==> config.mk <==
export PLATFORM = sky130hd
export DESIGN_NAME = flash_cmd_buffer
export DESIGN_NICKNAME = d
export VERILOG_FILES = /design/src/rtl/fcb_pkg.sv /design/src/rtl/fcb_ctrl.sv /design/src/rtl/fcb_datapath.sv /design/src/rtl/flash_cmd_buffer.sv
export SDC_FILE = /design/constraint.sdc
export NUM_CORES = 1
export LEC_CHECK = 0
export CAP_MARGIN = 20
export CORE_ASPECT_RATIO = 1.2
export CORE_MARGIN = 1.5
export CORE_UTILIZATION = 40
export DETAILED_ROUTE_END_ITERATION = 10
export PLACE_DENSITY = 0.64
export SKIP_CTS_REPAIR_TIMING = 1
export SYNTH_ARGS = -nofsm -noshare
export SYNTH_HDL_FRONTEND = slang
export SYNTH_HIERARCHICAL = 1
export SYNTH_SLANG_ARGS = --single-unit
==> constraint.sdc <==
create_clock -name clk -period 3 [get_ports clk]
set_clock_uncertainty 0.1 [all_clocks]
set_input_delay 0.3 -clock clk [delete_from_list [all_inputs] [get_ports clk]]
set_output_delay 0.3 -clock clk [all_outputs]
set_load 0.05 [all_outputs]
==> src/rtl/fcb_pkg.sv <==
package fcb_pkg;
  localparam logic [7:0] OP_PROG   = 8'h20;
  localparam logic [7:0] OP_ERASE  = 8'h40;
  localparam logic [7:0] OP_VERIFY = 8'h05;

  typedef enum logic [1:0] {
    REG_DIV  = 2'd0,
    REG_CTRL = 2'd1,
    REG_STAT = 2'd2,
    REG_CMD  = 2'd3
  } regSel_e;

  typedef enum logic [1:0] {
    SEQ_IDLE = 2'd0,
    SEQ_DATA = 2'd1,
    SEQ_CMD  = 2'd2
  } seqState_e;

  typedef struct packed {
    logic capData;
    logic capCmd;
    logic launch;
    logic wrDiv;
  } dpStrobe_t;

  function automatic logic opValid(input logic [7:0] op);
    return (op == OP_PROG) || (op == OP_ERASE) || (op == OP_VERIFY);
  endfunction

  function automatic logic opNeedsHv(input logic [7:0] op);
    return (op == OP_PROG) || (op == OP_ERASE);
  endfunction
endpackage

==> src/rtl/fcb_ctrl.sv <==
module fcb_ctrl
  import fcb_pkg::*;
#(
  parameter int AW    = 16,
  parameter int DIV_W = 6
) (
  input  logic             clk,
  input  logic             rstN,
  input  logic             busReq,
  input  logic             busWrite,
  input  logic [1:0]       busSize,
  input  logic [AW-1:0]    busAddr,
  input  logic [31:0]      busWdata,
  input  logic [31:0]      arrayRdata,
  input  logic             holdValid,
  input  logic             doneEvt,
  input  logic             divSet,
  input  logic [DIV_W-1:0] divVal,
  input  logic [7:0]       stagedOp,
  output dpStrobe_t        strobe,
  output logic             busAck,
  output logic             busErr,
  output logic [31:0]      busRdata,
  output logic             irqBufEmpty,
  output logic             irqDone
);
  localparam logic [1:0] SIZE_WORD = 2'd2;

  seqState_e seqState, seqNext;
  regSel_e   regSel;
  logic      isFlash, flashWr, regWr, wordOk, seqErr, statWr;
  logic      cmdDone, accErr;
  logic [1:0] irqEn;
  logic [31:0] readMux;
  logic      unusedBits;

  assign isFlash = !busAddr[AW-1];
  assign regSel  = regSel_e'(busAddr[3:2]);
  assign wordOk  = (busSize == SIZE_WORD);
  assign flashWr = busReq && busWrite && isFlash;
  assign regWr   = busReq && busWrite && !isFlash;
  assign statWr  = regWr && (regSel == REG_STAT);
  assign unusedBits = ^{busWdata[31:8], busAddr[AW-2:4], busAddr[1:0]};

  always_comb begin
    strobe  = '0;
    seqErr  = 1'b0;
    seqNext = seqState;
    if (flashWr && wordOk) begin
      if (seqState == SEQ_IDLE) begin
        strobe.capData = 1'b1;
        seqNext = SEQ_DATA;
      end else begin
        seqErr  = 1'b1;
        seqNext = SEQ_IDLE;
      end
    end
    if (regWr && regSel == REG_CMD) begin
      if (seqState == SEQ_DATA && opValid(busWdata[7:0])) begin
        strobe.capCmd = 1'b1;
        seqNext = SEQ_CMD;
      end else begin
        seqErr  = 1'b1;
        seqNext = SEQ_IDLE;
      end
    end
    if (statWr && busWdata[0]) begin
      if (seqState == SEQ_CMD && divSet && !holdValid) strobe.launch = 1'b1;
      else seqErr = 1'b1;
      seqNext = SEQ_IDLE;
    end
    if (regWr && regSel == REG_DIV) strobe.wrDiv = 1'b1;
  end

  always_comb begin
    readMux = '0;
    if (isFlash) readMux = arrayRdata;
    else begin
      case (regSel)
        REG_DIV:  readMux = {{(32-DIV_W){1'b0}}, divVal};
        REG_CTRL: readMux = {30'b0, irqEn};
        REG_STAT: readMux = {29'b0, accErr, cmdDone, !holdValid};
        default:  readMux = {24'b0, stagedOp};
      endcase
    end
  end

  always_ff @(posedge clk or negedge rstN) begin
    if (!rstN) begin
      seqState <= SEQ_IDLE;
      cmdDone  <= 1'b0;
      accErr   <= 1'b0;
      irqEn    <= '0;
      busAck   <= 1'b0;
      busErr   <= 1'b0;
      busRdata <= '0;
    end else begin
      seqState <= seqNext;
      if (doneEvt && !holdValid) cmdDone <= 1'b1;
      else if (statWr && busWdata[1]) cmdDone <= 1'b0;
      if (seqErr) accErr <= 1'b1;
      else if (statWr && busWdata[2]) accErr <= 1'b0;
      if (regWr && regSel == REG_CTRL) irqEn <= busWdata[1:0];
      busAck   <= busReq;
      busErr   <= flashWr && !wordOk;
      busRdata <= (busReq && !busWrite) ? readMux : '0;
    end
  end

  assign irqBufEmpty = irqEn[0] && !holdValid;
  assign irqDone     = irqEn[1] && cmdDone;

  assert_ack_follows_req_R1: assert property (@(posedge clk) disable iff (!rstN)
    busAck |-> $past(busReq));

  assert_narrow_write_err_R2: assert property (@(posedge clk) disable iff (!rstN)
    (busReq && busWrite && !busAddr[AW-1] && busSize != SIZE_WORD) |=> (busAck && busErr));

  assert_order_break_err_R4: assert property (@(posedge clk) disable iff (!rstN)
    (busReq && busWrite && !busAddr[AW-1] && busSize == SIZE_WORD && seqState != SEQ_IDLE)
      |=> accErr);
endmodule

==> src/rtl/fcb_datapath.sv <==
module fcb_datapath
  import fcb_pkg::*;
#(
  parameter int AW           = 16,
  parameter int DIV_W        = 6,
  parameter int CNT_W        = 8,
  parameter int PROG_TICKS   = 3,
  parameter int ERASE_TICKS  = 5,
  parameter int VERIFY_TICKS = 2,
  parameter int SETUP_TICKS  = 2,
  parameter int ROW_LSB      = 6,
  parameter int ROW_MSB      = 14
) (
  input  logic             clk,
  input  logic             rstN,
  input  dpStrobe_t        strobe,
  input  logic [31:0]      wdata,
  input  logic [AW-1:0]    addr,
  output logic             holdValid,
  output logic             activeValid,
  output logic             doneEvt,
  output logic             divSet,
  output logic [DIV_W-1:0] divVal,
  output logic [7:0]       stagedOp,
  output logic [7:0]       seqCmd,
  output logic [AW-1:0]    seqAddr,
  output logic [31:0]      seqData,
  output logic             hvOn
);
  localparam int ROW_W = ROW_MSB - ROW_LSB + 1;

  logic [DIV_W-1:0] divCnt;
  logic             tick, moveEvt, keepHv;
  logic [AW-1:0]    stAddr, hAddr;
  logic [31:0]      stData, hData;
  logic [7:0]       hOp;
  logic [CNT_W-1:0] remain, loadTicks;
  logic [ROW_W-1:0] hRow, aRow;

  assign tick = divSet && (divCnt == divVal);

  always_ff @(posedge clk or negedge rstN) begin
    if (!rstN) begin
      divSet <= 1'b0;
      divVal <= '0;
      divCnt <= '0;
    end else if (strobe.wrDiv) begin
      divSet <= 1'b1;
      divVal <= wdata[DIV_W-1:0];
      divCnt <= '0;
    end else if (divSet) begin
      divCnt <= tick ? '0 : divCnt + 1'b1;
    end
  end

  always_ff @(posedge clk or negedge rstN) begin
    if (!rstN) begin
      stAddr   <= '0;
      stData   <= '0;
      stagedOp <= '0;
    end else begin
      if (strobe.capData) begin
        stAddr <= addr;
        stData <= wdata;
      end
      if (strobe.capCmd) stagedOp <= wdata[7:0];
    end
  end

  always_comb begin
    int t;
    case (hOp)
      OP_PROG:  t = PROG_TICKS;
      OP_ERASE: t = ERASE_TICKS;
      default:  t = VERIFY_TICKS;
    endcase
    if (opNeedsHv(hOp) && !hvOn) t = t + SETUP_TICKS;
    loadTicks = CNT_W'(t);
  end

  assign hRow    = hAddr[ROW_MSB:ROW_LSB];
  assign aRow    = seqAddr[ROW_MSB:ROW_LSB];
  assign moveEvt = holdValid && !activeValid;
  assign doneEvt = activeValid && tick && (remain == CNT_W'(1));
  assign keepHv  = (seqCmd == OP_PROG) && holdValid && (hOp == OP_PROG) && (hRow == aRow);

  always_ff @(posedge clk or negedge rstN) begin
    if (!rstN) begin
      holdValid   <= 1'b0;
      hAddr       <= '0;
      hData       <= '0;
      hOp         <= '0;
      activeValid <= 1'b0;
      seqCmd      <= '0;
      seqAddr     <= '0;
      seqData     <= '0;
      remain      <= '0;
      hvOn        <= 1'b0;
    end else begin
      if (strobe.launch) begin
        holdValid <= 1'b1;
        hAddr     <= stAddr;
        hData     <= stData;
        hOp       <= stagedOp;
      end else if (moveEvt) begin
        holdValid <= 1'b0;
      end
      if (moveEvt) begin
        activeValid <= 1'b1;
        seqCmd      <= hOp;
        seqAddr     <= hAddr;
        seqData     <= hData;
        remain      <= loadTicks;
        if (opNeedsHv(hOp)) hvOn <= 1'b1;
      end else if (doneEvt) begin
        activeValid <= 1'b0;
        hvOn        <= keepHv;
      end else if (activeValid && tick) begin
        remain <= remain - 1'b1;
      end
    end
  end

  assert_hold_after_div_R5: assert property (@(posedge clk) disable iff (!rstN)
    holdValid |-> divSet);

  assert_hold_moves_R7: assert property (@(posedge clk) disable iff (!rstN)
    (holdValid && !activeValid) |=> (activeValid && !holdValid));

  assert_hv_needs_work_R9: assert property (@(posedge clk) disable iff (!rstN)
    hvOn |-> (activeValid || holdValid));
endmodule

==> src/rtl/flash_cmd_buffer.sv <==
module flash_cmd_buffer
  import fcb_pkg::*;
#(
  parameter int AW           = 16,
  parameter int DIV_W        = 6,
  parameter int CNT_W        = 8,
  parameter int PROG_TICKS   = 3,
  parameter int ERASE_TICKS  = 5,
  parameter int VERIFY_TICKS = 2,
  parameter int SETUP_TICKS  = 2,
  parameter int ROW_LSB      = 6,
  parameter int ROW_MSB      = 14
) (
  input  logic          clk,
  input  logic          rstN,
  input  logic          busReq,
  input  logic          busWrite,
  input  logic [1:0]    busSize,
  input  logic [AW-1:0] busAddr,
  input  logic [31:0]   busWdata,
  input  logic [31:0]   arrayRdata,
  output logic          busAck,
  output logic          busErr,
  output logic [31:0]   busRdata,
  output logic          seqActive,
  output logic [7:0]    seqCmd,
  output logic [AW-1:0] seqAddr,
  output logic [31:0]   seqData,
  output logic          hvOn,
  output logic          irqBufEmpty,
  output logic          irqDone
);
  dpStrobe_t        strobe;
  logic             holdValid, doneEvt, divSet;
  logic [DIV_W-1:0] divVal;
  logic [7:0]       stagedOp;

  fcb_ctrl #(.AW(AW), .DIV_W(DIV_W)) u_ctrl (
    .clk(clk), .rstN(rstN), .busReq(busReq), .busWrite(busWrite), .busSize(busSize),
    .busAddr(busAddr), .busWdata(busWdata), .arrayRdata(arrayRdata),
    .holdValid(holdValid), .doneEvt(doneEvt), .divSet(divSet), .divVal(divVal),
    .stagedOp(stagedOp), .strobe(strobe), .busAck(busAck), .busErr(busErr),
    .busRdata(busRdata), .irqBufEmpty(irqBufEmpty), .irqDone(irqDone)
  );

  fcb_datapath #(
    .AW(AW), .DIV_W(DIV_W), .CNT_W(CNT_W), .PROG_TICKS(PROG_TICKS),
    .ERASE_TICKS(ERASE_TICKS), .VERIFY_TICKS(VERIFY_TICKS), .SETUP_TICKS(SETUP_TICKS),
    .ROW_LSB(ROW_LSB), .ROW_MSB(ROW_MSB)
  ) u_datapath (
    .clk(clk), .rstN(rstN), .strobe(strobe), .wdata(busWdata), .addr(busAddr),
    .holdValid(holdValid), .activeValid(seqActive), .doneEvt(doneEvt), .divSet(divSet),
    .divVal(divVal), .stagedOp(stagedOp), .seqCmd(seqCmd), .seqAddr(seqAddr),
    .seqData(seqData), .hvOn(hvOn)
  );
endmodule

==> results.toml <==
[cts]
tritoncts = "built"
cts_root_buf = "clkbuf_16"
insertion_delay_ns = 0.51
clock_sinks = 232
cts_buffer_depth = 3
clkSlewWorstSetupHoldPaths_ns = 0.06
htreeDepth = 1
numCtsBuffers = 25

[synth]
seq_area_frac_synth = 0.618
syn_avg_cell_area_um2 = 12.2
syn-cell-area_um2 = 9400
ys_ff_latch = 232
syn_inst = 772
synth_nets = 861
synth_cell_types = 53
yosys_warnings = 6

[timing]
worst_pin_slew_ns = 0.576
relSlewSlack = 0.615
max_freq_mhz = 424
setup_tns_ns = 0
layout_min_cycle_time_ns = 2.36
setup_slack_ns = 0.640
worst_hold_slack_ns = 0.244
rsz0062_at_grt = "false"
min_period_over_period = 0.787
slew_viol_final = 0
finalHoldViolCount = 0
finalSetupViolCount = 0

[final_layout]
final_core_util = 0.537
fin_nets = 1049
drive_above_1_share = 0.194
most-common-layout-cells = "dfrtp_1 (232), nand2_1 (187), clkdlybuf4s50_1 (178)"
area_growth_pct = 32.2
fin_area_um2 = 12400
num-fill-cells = 2013
final_common_cell = "dfrtp_1"

[setup_path]
r2r_cells = 4
r2r_start = "u_datapath/divCnt[0]"
worstPathArrival_ns = 1.96
start_kind = "register"
cp.required_ns = 2.60
r2r_end = "u_datapath/remain[6]"
cp_max_fo = 7
rrSetupSlack_ns = 0.84
end_kind = "output port"
critPathKind = "reg2out"

[die]
io-pin-count = 180
initial_core_util = 0.406
core_um2 = 23100
die_area_um2 = 24400
die_w_um = 143
num_rows = 61
fp.dieH_um = 171

[flow_run]
max_cap_violations = 0

[global_route]
grt_first_pass_wirelength_mm = 34.8
grt_pass1_vias = 6456
grt_max_degree = 72
grt_usage = 0.180
gr-total-overflow = 0
antenna_found_initial = 2

[drt]
via_per_inst = 4.86
wl_mm = 21.3
drt_first_pass_iters = 4
drtAntennaViolNets = 0
drt_iter0_drc = 235
wl_per_cell_um = 16.5
drc = 0
vias = 6268

[worst_hold_path]
hp-start = "arrayRdata[15]"
hold-path-endpoint = "u_ctrl/busRdata[15]"
hp-class = "in2reg"
hold_depth = 2

[power_and_ir_drop]
vdd_drop_max_uv = 430
p_per_area_nw_per_um2 = 589
power.static_leakage_nw = 5.79

[placed_design]
dp_hpwl_mm = 14.7
io_buffer_count = 179
routabilityCongestion = 0.806
preCtsSetupSlack_ns = 0.301
post_dp_cell_area_um2 = 11600

[outcome]
status = "complete, no violations"
==> worst max path at each step <==
stage	startpoint	end	slack (ns)	cells after the start
after global routing	u_datapath/holdValid	irqBufEmpty	0.56	2
final	u_datapath/holdValid	irqBufEmpty	0.64	2
after detailed placement	busWdata[1]	u_datapath/stagedOp[5]	0.30	6
after global placement	busWdata[1]	u_datapath/stagedOp[1]	0.34	6
after floorplan	busSize[1]	u_datapath/stAddr[0]	0.49	7
after CTS	u_datapath/holdValid	irqBufEmpty	0.61	2
==> metal layers <==
metal	wire (um)	share of wire	track usage	vias up
met4	592	0.028	0.0556	2
met3	892	0.042	0.0297	34
met2	11000	0.52	0.313	116
met1	8800	0.41	0.229	3148
li1	-	-	-	2968
met5	13	0.00061	0	-
==> power breakdown <==
group / total (W) / switching (W) / internal [W] / leakage [nW]
clock: 0.00289 / 0.00116 / 0.00173 / 0.374
sequential: 0.00356 / 0.000179 / 0.00338 / 3.12
combinational: 0.000870 / 0.000427 / 0.000443 / 2.30
==> area by class of cell <==
| class | count | area (um2) | area share |
|---|---|---|---|
| Clock buffer | 37 | 721 | 0.0580 |
| Antenna cell | 1 | 2.50 | 0.000201 |
| Sequential cell | 232 | 5810 | 0.467 |
| Timing Repair Buffer | 198 | 2020 | 0.162 |
| Tap cell | 315 | 394 | 0.0317 |
| Clock inverter | 4 | 47.5 | 0.00383 |
| Multi-Input combinational cell | 493 | 3400 | 0.274 |
| Inverter | 10 | 37.5 | 0.00302 |
==> synthesized netlist by cell type (all sizes together) <==
cell	number	area [um2]
a211oi	4	30.0
nand2b	7	43.8
nor2b	4	25.0
nor2	25	93.8
o211ai	6	45.0
a22oi	4	30.0
or2	1	8.76
o31a	1	8.76
a311o	1	10.0
o21ai	8	40.0
clkbuf	31	116
o32a	1	10.0
o32ai	1	8.76
a31oi	2	12.5
nor4	6	52.6
or3	2	17.5
o311ai	1	8.76
mux2i	6	60.1
and4	4	35.0
mux4	2	45.0
o21bai	2	15.0
nor3b	5	37.5
nand3b	1	7.51
a21bo	1	10.0
inv	10	37.5
a21o	2	15.0
a22o	1	8.76
dfrtp	232	5810
ha	3	37.5
and2	26	163
nand4	8	56.3
or4	3	26.3
buf	6	52.6
nand3	9	57.6
a21oi	5	25.0
nand2	187	702
or3b	2	20.0
o21a	1	7.51
xnor2	16	140
xor2	3	26.3
mux2	122	1370
nor3	8	51.3
nor4bb	2	20.0
==> critical path: stages (launching register included) <==
cell             delay (ns)
dfrtp_1                0.46
nor2b_1                0.18
clkdlybuf4s50_1        0.82
==> through the flow <==
stage | total power (W) | instances
finish | 0.00732 | 1290
global route | 0.00765 | 1290
global placement | 0.00446 | 1247
detailed placement | 0.00449 | 1247
CTS | 0.00742 | 1288
floorplan | 0.00414 | 772
==> kinds of logic (layout without fill, tap and decap cells) <==
logic type      after synthesis  after routing  synth area share
simple gates                300            300             0.151
flops                       232            232             0.618
compound gates               41             41            0.0304
fa+ha+maj                     3              3           0.00399
xor+xnor                     19             19            0.0177
buf+inv                      47            249            0.0220
mux                         130            130             0.157
other cells                   0              1                 0
==> state kept, by name, summed over array words and instances (netlist names) <==
signal / count
u_ctrl/seqState: 2
u_datapath/holdValid: 1
u_datapath/stagedOp: 8
u_datapath/divSet: 1
u_datapath/remain: 8
u_datapath/hOp: 8
u_datapath/divCnt: 6
u_datapath/stData: 32
u_datapath/seqAddr: 16
u_ctrl/busRdata: 32
u_ctrl/busAck: 1
u_ctrl/cmdDone: 1
u_datapath/stAddr: 16
u_datapath/seqCmd: 8
u_ctrl/accErr: 1
u_datapath/hvOn: 1
u_ctrl/busErr: 1
u_datapath/divVal: 6
u_datapath/hData: 32
u_datapath/hAddr: 16
u_ctrl/irqEn: 2
u_datapath/seqData: 32
u_datapath/activeValid: 1
Power figures use the tool's default switching activity.
